**src/rtl/stb_pkg.sv**
```systemverilog
package stb_pkg;
   localparam int unsigned STB_W    = 8;
   localparam int unsigned MSS_POS  = 6;
   localparam int unsigned RSVD_POS = 1;
   // bits that carry summary lines (all except MSS and the reserved bit)
   localparam logic [STB_W-1:0] SUM_BITS =
      ~((STB_W'(1) << MSS_POS) | (STB_W'(1) << RSVD_POS));
   // bits that the enable mask can hold
   localparam logic [STB_W-1:0] EN_BITS = ~(STB_W'(1) << MSS_POS);
endpackage

```
**src/rtl/stb_sum_reg.sv**
```systemverilog
module stb_sum_reg #(
   parameter int unsigned W = 8,
   parameter logic [W-1:0] LIVE = '1
) (
   input  logic         clk,
   input  logic         rst_n,
   input  logic         clr_i,
   input  logic [W-1:0] d_i,
   output logic [W-1:0] q_o
);
   logic unused_dead;
   assign unused_dead = ^(d_i & ~LIVE);

   for (genvar b = 0; b < W; b++) begin : g_bit
      if (LIVE[b]) begin : g_live
         logic q;
         always_ff @(posedge clk or negedge rst_n) begin
            if (!rst_n)     q <= 1'b0;
            else if (clr_i) q <= 1'b0;
            else            q <= d_i[b];
         end
         assign q_o[b] = q;
      end else begin : g_dead
         assign q_o[b] = 1'b0;
      end
   end
endmodule

```
**src/rtl/stb_en_reg.sv**
```systemverilog
module stb_en_reg #(
   parameter int unsigned W = 8,
   parameter logic [W-1:0] LIVE = '1
) (
   input  logic         clk,
   input  logic         rst_n,
   input  logic         we_i,
   input  logic [W-1:0] wdata_i,
   output logic [W-1:0] q_o
);
   logic unused_dead;
   assign unused_dead = ^(wdata_i & ~LIVE);

   for (genvar b = 0; b < W; b++) begin : g_bit
      if (LIVE[b]) begin : g_live
         logic q;
         always_ff @(posedge clk or negedge rst_n) begin
            if (!rst_n)    q <= 1'b0;
            else if (we_i) q <= wdata_i[b];
         end
         assign q_o[b] = q;
      end else begin : g_dead
         assign q_o[b] = 1'b0;
      end
   end
endmodule

```
**src/rtl/stb_rqs_ctrl.sv**
```systemverilog
module stb_rqs_ctrl (
   input  logic clk,
   input  logic rst_n,
   input  logic clr_i,
   input  logic mss_i,
   input  logic poll_i,
   output logic rqs_o,
   output logic mss_prev_o
);
   logic rqs_q, prev_q, rise;

   assign rise = mss_i & ~prev_q;

   always_ff @(posedge clk or negedge rst_n) begin
      if (!rst_n) begin
         rqs_q  <= 1'b0;
         prev_q <= 1'b0;
      end else if (clr_i) begin
         rqs_q  <= 1'b0;
         prev_q <= 1'b0;
      end else begin
         prev_q <= mss_i;
         // a new edge wins over a poll so the request is not lost
         if (rise)        rqs_q <= 1'b1;
         else if (poll_i) rqs_q <= 1'b0;
      end
   end

   assign rqs_o      = rqs_q;
   assign mss_prev_o = prev_q;
endmodule

```
**src/rtl/stb_srq_core.sv**
```systemverilog
module stb_srq_core #(
   parameter int unsigned STB_W       = stb_pkg::STB_W,
   parameter int unsigned MSS_POS     = stb_pkg::MSS_POS,
   parameter int unsigned RSVD_POS    = stb_pkg::RSVD_POS,
   parameter bit          SRQ_ACT_LOW = 1'b0
) (
   input  logic             clk,
   input  logic             rst_n,
   input  logic             clear_i,
   input  logic [STB_W-1:0] sum_i,
   input  logic             en_we_i,
   input  logic [STB_W-1:0] en_wdata_i,
   output logic [STB_W-1:0] en_rdata_o,
   input  logic             poll_rd_i,
   output logic [STB_W-1:0] rd_data_o,
   output logic             srq_o
);
   localparam logic [STB_W-1:0] MSS_ONE  = STB_W'(1) << MSS_POS;
   localparam logic [STB_W-1:0] RSVD_ONE = STB_W'(1) << RSVD_POS;
   localparam logic [STB_W-1:0] SUM_BITS = ~(MSS_ONE | RSVD_ONE);
   localparam logic [STB_W-1:0] EN_BITS  = ~MSS_ONE;

   if (STB_W != 8) begin : g_bad_width
      $error("stb_srq_core: STB_W must be 8");
   end
   if (MSS_POS >= STB_W || RSVD_POS >= STB_W) begin : g_bad_pos
      $error("stb_srq_core: bit position out of range");
   end
   if (MSS_POS == RSVD_POS) begin : g_bad_overlap
      $error("stb_srq_core: MSS and reserved bits overlap");
   end

   logic [STB_W-1:0] stat_q, en_q, masked;
   logic             mss_w, rqs_q, mss_prev;

   stb_sum_reg #(.W(STB_W), .LIVE(SUM_BITS)) u_sum (
      .clk(clk), .rst_n(rst_n), .clr_i(clear_i), .d_i(sum_i), .q_o(stat_q)
   );

   stb_en_reg #(.W(STB_W), .LIVE(EN_BITS)) u_en (
      .clk(clk), .rst_n(rst_n), .we_i(en_we_i), .wdata_i(en_wdata_i), .q_o(en_q)
   );

   assign masked = stat_q & en_q & SUM_BITS;
   assign mss_w  = |masked;

   stb_rqs_ctrl u_rqs (
      .clk(clk), .rst_n(rst_n), .clr_i(clear_i), .mss_i(mss_w),
      .poll_i(poll_rd_i), .rqs_o(rqs_q), .mss_prev_o(mss_prev)
   );

   for (genvar b = 0; b < STB_W; b++) begin : g_rd
      if (b == MSS_POS) begin : g_b6
         assign rd_data_o[b] = poll_rd_i ? rqs_q : mss_w;
      end else begin : g_other
         assign rd_data_o[b] = stat_q[b];
      end
   end

   assign en_rdata_o = en_q;

   if (SRQ_ACT_LOW) begin : g_srq_low
      assign srq_o = ~rqs_q;
   end else begin : g_srq_high
      assign srq_o = rqs_q;
   end
endmodule

```
**config.mk**
```make
export PLATFORM = sky130hd
export DESIGN_NAME = stb_srq_core
export DESIGN_NICKNAME = d
export VERILOG_FILES = /design/src/rtl/stb_pkg.sv /design/src/rtl/stb_sum_reg.sv /design/src/rtl/stb_en_reg.sv /design/src/rtl/stb_rqs_ctrl.sv /design/src/rtl/stb_srq_core.sv
export SDC_FILE = /design/constraint.sdc
export NUM_CORES = 1
export LEC_CHECK = 0
export BUFFER_PORTS_ARGS = -buffer_cell sky130_fd_sc_hd__buf_2
export CAP_MARGIN = 20
export CORE_MARGIN = 2
export CORE_UTILIZATION = 42
export CTS_CLUSTER_DIAMETER = 150
export CTS_CLUSTER_SIZE = 30
export DETAILED_ROUTE_END_ITERATION = 6
export PLACE_DENSITY = 0.87
export SLEW_MARGIN = 20
export SYNTH_ARGS = -nofsm -noshare
export SYNTH_HDL_FRONTEND = slang
export SYNTH_SLANG_ARGS = --single-unit
export TNS_END_PERCENT = 30
```
**constraint.sdc**
```tcl
create_clock -name clk -period 1.08 [get_ports clk]
set_clock_uncertainty 0.1 [all_clocks]
set_input_delay 0.108 -clock clk [delete_from_list [all_inputs] [get_ports clk]]
set_output_delay 0.108 -clock clk [all_outputs]
set_load 0.02 [all_outputs]
```
==> out/metrics.yaml, run 1 <==
yosys:
  synth_area_leaders: "dfrtp_1 (53%), buf_4 (16%), mux2_2 (9.6%), and2b_1 (6.4%), a22oi_1 (3.2%)"
  synth_area_per_cell_um2: 13.0
  ys_seq_elements: 15
  synth.top_cell.area_share: 0.535
  synthArstFlopShare: 1.00
  syn_inst: 54
  synth_largest_area_cell: "dfrtp_1"
  ys.warnings.count: 0
  synth-seq-area-share: 0.535
  synth-main-ff-cell: "dfrtp_1"
  ys_types: 14
  synth_edf_count: 0
  synthesis.area_um2: 702
final_layout:
  drive_gt1_frac: 0.574
  fillCellCount: 108
  synthToLayoutAreaGrowth_pct: 45.8
  final_cells: 110
  fin_util: 0.664
  antennaDiodeCount: 0
  fin_nets: 116
routing:
  dr.pass1.iters: 5
  drt-vias-per-instance: 4.60
  drtIter0Drc: 5
  wl_mm: 1.42
  wire_per_inst_um: 12.9
  drtAntennaViolNets: 0
  drc_errors: 0
  vias: 506
setup_path:
  crit_cells: 4
  cp_num_buf_inv: 1
  worstPathMaxFanout: 3
  start_kind: "flop"
  cp.arrival_ps: 1290
  rr_worst_depth: 5
  slowest_delay_ps: 410
  worstSetupEndpointType: "primary output"
  cpLargestDelayFamily: "flip-flops"
  critPathRequiredTime_ps: 870
  crit_chain: "a22oi_2 -> and3_4 -> mux2i_2 -> buf_2"
  path_class: "flop to primary output"
  rrSetupSlack_ps: -190
  critPathSlowestCell: "dfrtp_1"
pwr:
  p_leak_nw: 0.514
  power_w: 0.00131
  switching_share: 0.275
  switching_power_w: 0.000360
  powerDensity_nw_per_um2: 1280
  p_int_w: 0.000947
  p_comb_frac: 0.277
  power_frac_seq: 0.495
  clockPowerShare: 0.228
  max-vdd-ir-drop_mv: 1.07
die:
  core_um2: 1540
  dieArea_um2: 2010
  die_w_um: 44.9
  initial_core_util: 0.455
  ioPinCount: 38
  die_h_um: 44.9
  fp-row-count: 14
timing:
  slew_viol_final: 0
  setup_slack_ps: -420
  setup_viol: 5
  clock.fmax_mhz: 667
  hold_violations: 0
  grt_setup_unrepaired: "yes"
  fin_crit_ps: 1500
  finalCritPeriodShare: 1.39
outcome:
  status: "finished with violations"
  violations: "negative setup slack"
placement:
  hpwl_mm: 1.04
  io_buffers: 32
  place_inst: 88
  place.gp.congestion: 0.644
grt:
  grt_max_degree: 16
  grt_remaining_overflow: 0
  grt_pass1_vias: 505
  grt_pass1_wl_mm: 2.10
  antenna_found_initial: 0
  gr-usage-all-layers: 0.149
flow_run:
  maxCapViolCount: 0
cts:
  cts.sinks: 15
  clkTransAtPathRegs_ps: 80
  clk-insertion-delay-late_ps: 270
  cts_made_buffers: 3
  h-tree-depth: 1
  cts_root_buf: "clkbuf_4"
  cts_tree: "done"
  cts_buffer_depth: 2
hold_path:
  hold_depth: 2
  hold_path.class: "input pin to flop"
## cell families (layout without fill, tap and decap cells)
kind of cell,count (synthesis),in the layout,share of synthesized area
AO/OA/AOI/OAI,4,4,0.0499
AND/OR/NAND/NOR,9,9,0.102
other,1,2,0.00534
buffers and inverters,17,56,0.182
multiplexers,8,8,0.127
flip-flops,15,15,0.535
## per-stage QoR
step	hold slack, ps	instance area [um2]	TNS (ps)	setup WS, ps
global placement	-82.7	774	-290	-131
CTS	5.45	981	-913	-421
global route	32.6	1020	-1170	-483
finish	17.7	1020	-879	-420
detailed placement	-74.4	774	-376	-153
floorplan	-288	711	-14.7	-14.7
## worst paths after layout
path,endpoint,start
setup / recovery,rd_data_o[6],u_en.g_bit[5].g_live.q
hold / removal,u_rqs.rqs_o,clear_i
setup reg to reg,u_rqs.rqs_o,u_en.g_bit[5].g_live.q
hold reg to reg,u_rqs.rqs_o,u_rqs.mss_prev_o
max in group asynchronous,u_rqs.rqs_o,rst_n
min in group asynchronous,u_rqs.rqs_o,rst_n
## timing repair
item	in CTS	in global routing
hold buffers	14	1
pin swaps	1	1
hold endpoints to repair	28	1
endpoints found under the setup margin	3	9
setup buffers	3	0
gates resized for setup	5	7
## cell usage after synthesis (3+ instances only)
| cell | count |
|---|---|
| a22oi_1 | 3 |
| dfrtp_1 | 15 |
| and2b_1 | 6 |
| buf_4 | 15 |
| mux2_2 | 6 |
## state kept, by name, summed over array words and instances, names as in the netlist
signal                flops
u_sum.g_bit.g_live.q      6
u_rqs.rqs_o               1
u_rqs.mss_prev_o          1
u_en.g_bit.g_live.q       7
## area by class of cell
type | instances | area [um2] | area share
timing repair buffer | 51 | 367 | 0.358
tap | 16 | 20.0 | 0.0196
multi-input combinational | 23 | 230 | 0.225
clock buffer | 4 | 26.3 | 0.0257
inverter | 1 | 3.75 | 0.00367
sequential | 15 | 377 | 0.368
## metal layers
layer | vias to the layer above | part of all wire | track usage | wire, um
met1 | 241 | 0.36 | 0.159 | 510
li1 | 241 | - | - | -
met4 | 0 | 0.011 | 0.0529 | 15
met2 | 20 | 0.56 | 0.290 | 791
met3 | 4 | 0.069 | 0.0240 | 98
met5 | - | 0 | 0 | 0
## cell usage in the layout (no fill, tap or decap)
cell | netlist | routed
mux2_1 | 1 | 1
and3_4 | 1 | 1
mux2_2 | 6 | 6
buf_2 | 0 | 29
o31ai_4 | 0 | 1
nor2_1 | 1 | 1
dlygate4sd3_1 | 0 | 15
inv_2 | 0 | 1
buf_6 | 1 | 5
clkbuf_1 | 0 | 1
buf_4 | 15 | 2
dfrtp_1 | 15 | 14
and2b_1 | 6 | 6
dfrtp_2 | 0 | 1
clkbuf_4 | 0 | 3
mux2i_2 | 0 | 1
a22oi_2 | 0 | 3
or3_4 | 1 | 1
conb_1 | 1 | 2
## power by group through the flow
stage	clock (W)	combinational (W)	sequential, W
floorplan	0	0.000209	0.000650
global placement	0	0.000258	0.000646
detailed placement	0	0.000269	0.000651
CTS	0.000309	0.000340	0.000640
global route	0.000337	0.000385	0.000654
finish	0.000299	0.000362	0.000646
## worst reg2reg max path, delay by kind of cell, from the launching register on
| kind | cells | cell delay (ps) |
|---|---|---|
| AOI/OAI and AO/OA | 2 | 220 |
| buffers and inverters | 2 | 200 |
| DFF | 1 | 410 |
| and+or+nand+nor | 1 | 220 |
No activity file was read; power rests on OpenSTA's default activity.
==> run 2: changes to the inputs <==
CORE_ASPECT_RATIO = 1.1   (was not set)
CORE_UTILIZATION = 45   (was 42)
PLACE_DENSITY = 0.81   (was 0.87)
clock period = 1.75 ns   (was 1.08 ns; I/O delays follow)
==> run 2 against run 1 <==
  * The flow now finishes without violations
  * Wire length is 29% lower
  * Clock power fell by 39%
  * Worst setup slack improved by 590 ps
  * Flip-flop and latch count stayed put
  * Combinational power shrank 58%
==> out/metrics.yaml, run 2 (synthesis results as in run 1) <==
grt:
  grt_remaining_overflow: 0
  grt_pass1_wl_mm: 1.64
  grt_pass1_vias: 410
  antenna_found_initial: 0
  gr-usage-all-layers: 0.117
  grt_max_degree: 16
final_layout:
  final_cell_area_um2: 798
  drive_gt1_frac: 0.579
  regMostFlops: "u_en.g_bit.g_live.q"
  largest_reg_flops: 7
  fin_nets: 98
  top_regs: "u_en.g_bit.g_live.q x7, u_sum.g_bit.g_live.q x6"
  synthToLayoutAreaGrowth_pct: 13.7
  layout_commonest_cell: "buf_2"
  fin_util: 0.563
  antennaDiodeCount: 0
  layout_common_cells: "buf_2 (32), dfrtp_1 (15), and2b_1 (6), mux2_2 (6)"
cts:
  h-tree-depth: 1
  cts_root_buf: "clkbuf_4"
  cts_resized: 0
  cts_hold_repair.buffers: 1
  cts_tree: "done"
  cts_setup_buffers: 0
  clkTransAtPathRegs_ps: 80
  cts_buffer_depth: 2
  cts.sinks: 15
  cts_made_buffers: 3
  clk-insertion-delay-late_ps: 270
setup_path:
  cpLargestDelayFamily: "flip-flops"
  r2r-start: "u_en.g_bit[4].g_live.q"
  worstSetupEndpointType: "primary output"
  critPathRequiredTime_ps: 1470
  start_kind: "flop"
  path_class: "flop to primary output"
  critPathSlowestCell: "dfrtp_1"
  crit_chain: "a22oi_1 -> and3_4 -> mux2i_1 -> buf_2"
  worstPathMaxFanout: 3
  slowest_delay_ps: 390
  rrSetupSlack_ps: 670
  rr_worst_depth: 3
  cp.arrival_ps: 1300
  cp_num_buf_inv: 1
  crit_start: "u_en.g_bit[4].g_live.q"
  timing.rr.end: "u_rqs.rqs_o"
die:
  die_h_um: 45.4
  ioPinCount: 38
  dieArea_um2: 1890
  initial_core_util: 0.495
  fp-row-count: 14
  die_w_um: 41.7
  core_um2: 1420
timing:
  grt_setup_unrepaired: "no"
  finalSetupTns_ps: 0
  finalCritPeriodShare: 0.901
  slew_viol_final: 0
  fin_crit_ps: 1580
  clock.fmax_mhz: 634
  hold_violations: 0
  setup_viol: 0
routing:
  wl_mm: 1.01
  drt-vias-per-instance: 4.72
  dr.pass1.iters: 2
  vias: 434
  drtIter0Drc: 2
  drtAntennaViolNets: 0
  drc_errors: 0
  wire_per_inst_um: 11.0
hold_path:
  whs_endpoint: "u_sum.g_bit[7].g_live.q"
  holdCritStartpoint: "sum_i[7]"
  hold_path.class: "input pin to flop"
  hold_depth: 2
pwr:
  max-vdd-ir-drop_mv: 0.460
  p_leak_nw: 0.429
  powerDensity_nw_per_um2: 910
placement:
  place.gp.congestion: 0.653
  io_buffers: 32
  hpwl_um: 859
  place_area_um2: 762
flow_run:
  maxCapViolCount: 0
outcome:
  status: "finished, final reports clean"
## run 2: worst max path at each step
stage / to / slack (ps) / depth (start not counted)
2_1_floorplan: rd_data_o[6] / 520 / 3
3_3_place_gp: rd_data_o[6] / 460 / 4
3_5_place_dp: rd_data_o[6] / 440 / 4
4_1_cts: rd_data_o[6] / 140 / 4
5_1_grt: rd_data_o[6] / 70 / 4
6_report: rd_data_o[6] / 170 / 4
## run 2: report_power, final
group	total, W	switching (W)	internal [W]
Sequential	0.000392	0.0000167	0.000375
Clock	0.000183	0.0000949	0.0000880
Combinational	0.000151	0.0000838	0.0000676
Total	0.000726	0.000195	0.000531
## run 2: area by class of cell
class | instances | area (um2)
Timing Repair Buffer | 33 | 170
Sequential cell | 15 | 375
Multi-Input combinational cell | 23 | 203
Clock buffer | 4 | 26.3
Inverter | 1 | 3.75
Tap cell | 16 | 20.0
Fill cell | 123 | 621
## run 2: per-stage QoR
stage          hold slack [ps]  total power [W]  cells  setup WS [ps]
5_1_grt                   4.44         0.000766     92           66.5
4_1_cts                   9.45         0.000737     92            139
2_1_floorplan             -221         0.000526     55            521
6_report                  12.3         0.000726     92            173
3_3_place_gp             -12.3         0.000547     87            461
3_5_place_dp             -8.99         0.000553     87            439
## run 2: metal layers
layer	vias to the layer above	routed length [um]	GRT usage
met5	-	0	0
met4	0	0	0.0581
met3	0	79	0.0317
met2	18	537	0.213
met1	210	393	0.129
li1	206	-	-
==> run 3: changes to the inputs <==
CORE_ASPECT_RATIO = not set   (was 1.1)
==> run 3 against run 2 <==
  * Total power increased by 0.83%
  * Register-to-register slack hardly changed
  * Design area increased by 2.5%
  * Flip-flop and latch count is the same
  * Clock-buffer cell count did not move
  * Sequential power barely moved
  * Cell count up 2.2%
  * Critical endpoint unchanged
  * Largest cell class unchanged
  * Largest power group unchanged
  * Highest routed layer is now met4
==> out/metrics.yaml, run 3 (synthesis results as in run 1) <==
setup_path:
  worstPathMaxFanout: 3
  worstSetupEndpointType: "primary output"
  rrSetupSlack_ps: 660
  timing.rr.end: "u_rqs.rqs_o"
  path_class: "flop to primary output"
  start_kind: "flop"
  rr_worst_depth: 3
  r2r-start: "u_en.g_bit[5].g_live.q"
  critPathRequiredTime_ps: 1470
  cp.arrival_ps: 1330
die:
  fp-row-count: 14
  die_w_um: 43.5
  die_h_um: 43.5
  core_um2: 1490
  initial_core_util: 0.471
  ioPinCount: 38
  dieArea_um2: 1890
cts:
  cts_made_buffers: 3
  clkTransAtPathRegs_ps: 80
  clk-insertion-delay-late_ps: 260
  cts_hold_repair.buffers: 1
  cts_root_buf: "clkbuf_4"
  cts_resized: 0
  cts_setup_buffers: 0
  cts_buffer_depth: 2
  cts.sinks: 15
  h-tree-depth: 1
  cts_tree: "done"
final_layout:
  multi_input_area_um2: 203
  regMostFlops: "u_en.g_bit.g_live.q"
  top_regs: "u_en.g_bit.g_live.q x7, u_sum.g_bit.g_live.q x6"
  antennaDiodeCount: 0
  largest_reg_flops: 7
  drive_gt1_frac: 0.564
  synthToLayoutAreaGrowth_pct: 16.6
  fin_nets: 100
  layout_commonest_cell: "buf_2"
  fillCellCount: 145
  final_cell_area_um2: 818
  layout_common_cells: "buf_2 (32), dfrtp_1 (15), and2b_1 (6), mux2_2 (6)"
  regArea_um2: 375
routing:
  drc_errors: 0
  drtAntennaViolNets: 0
  dr.pass1.iters: 2
  wire_per_inst_um: 11.5
  drtIter0Drc: 2
  drt-vias-per-instance: 4.78
  vias: 449
  wl_mm: 1.08
grt:
  antenna_found_initial: 0
  grt_use_met2: 0.212
  met1_usage: 0.144
  grt_pass1_vias: 411
  grt_remaining_overflow: 0
  gr-usage-met3: 0.0375
  top_usage_layer: "met2"
  grt_pass1_wl_mm: 1.70
  grt_max_degree: 16
  gr-usage-all-layers: 0.127
placement:
  hpwl_um: 848
  place.gp.congestion: 0.653
  io_buffers: 32
  place_area_um2: 762
flow_run:
  maxCapViolCount: 0
timing:
  hold_violations: 0
  grt_setup_unrepaired: "no"
  setup_viol: 0
  finalSetupTns_ps: 0
  finalCritPeriodShare: 0.915
  clock.fmax_mhz: 624
  slew_viol_final: 0
  fin_crit_ps: 1600
outcome:
  status: "finished, final reports clean"
pwr:
  p_leak_nw: 0.437
  powerDensity_nw_per_um2: 895
  max-vdd-ir-drop_mv: 0.698
hold_path:
  whs_endpoint: "u_sum.g_bit[2].g_live.q"
  holdCritStartpoint: "sum_i[2]"
  hold_path.class: "input pin to flop"
  hold_depth: 2
## run 3: cell count changes in the layout (fill, tap and decap cells not counted)
cell and change:
dlygate4sd3_1 +2
## run 3: metrics by stage
step,util,power [W],instances,hold slack (ps),setup WS (ps)
global placement,0.512,0.000547,87,-14.6,456
detailed placement,0.512,0.000553,87,-7.83,437
CTS,0.536,0.000743,92,4.96,133
global route,0.550,0.000778,94,4.20,56.4
finish,0.550,0.000732,94,12.6,149
floorplan,-,0.000526,55,-221,521
## run 3: cell type report
cell class              count  share of cell area
flip-flops and latches     15               0.459
repair buffers             35               0.232
clock buffers               4              0.0321
inverters                   1             0.00459
well taps                  16              0.0245
multi-input cells          23               0.248
## run 3: worst max path at each step
stage | from | to | slack [ps] | cells after the start
2_1_floorplan | u_en.g_bit[5].g_live.q | rd_data_o[6] | 520 | 3
3_3_place_gp | u_en.g_bit[5].g_live.q | rd_data_o[6] | 460 | 4
3_5_place_dp | u_en.g_bit[5].g_live.q | rd_data_o[6] | 440 | 4
4_1_cts | u_en.g_bit[4].g_live.q | rd_data_o[6] | 130 | 4
5_1_grt | u_en.g_bit[5].g_live.q | rd_data_o[6] | 60 | 4
6_report | u_en.g_bit[5].g_live.q | rd_data_o[6] | 150 | 4
## run 3: critical path, cell delays in order (launching register included)
cell     delay (ps)
dfrtp_1         400
a22oi_1         200
and3_4          230
mux2i_1          70
buf_2           160
## run 3: report_power, final
part / switching, W / total [W] / internal (W)
Sequential: 0.0000167 / 0.000392 / 0.000375
Combinational: 0.0000854 / 0.000156 / 0.0000706
Clock: 0.0000965 / 0.000184 / 0.0000880
Total: 0.000199 / 0.000732 / 0.000534
## run 3: layer usage
metal / wire, um / share of wire / up-vias
met5: 0 / 0 / -
met4: 18 / 0.017 / 0
met3: 89 / 0.082 / 2
met2: 573 / 0.53 / 20
met1: 400 / 0.37 / 217
li1: - / - / 210
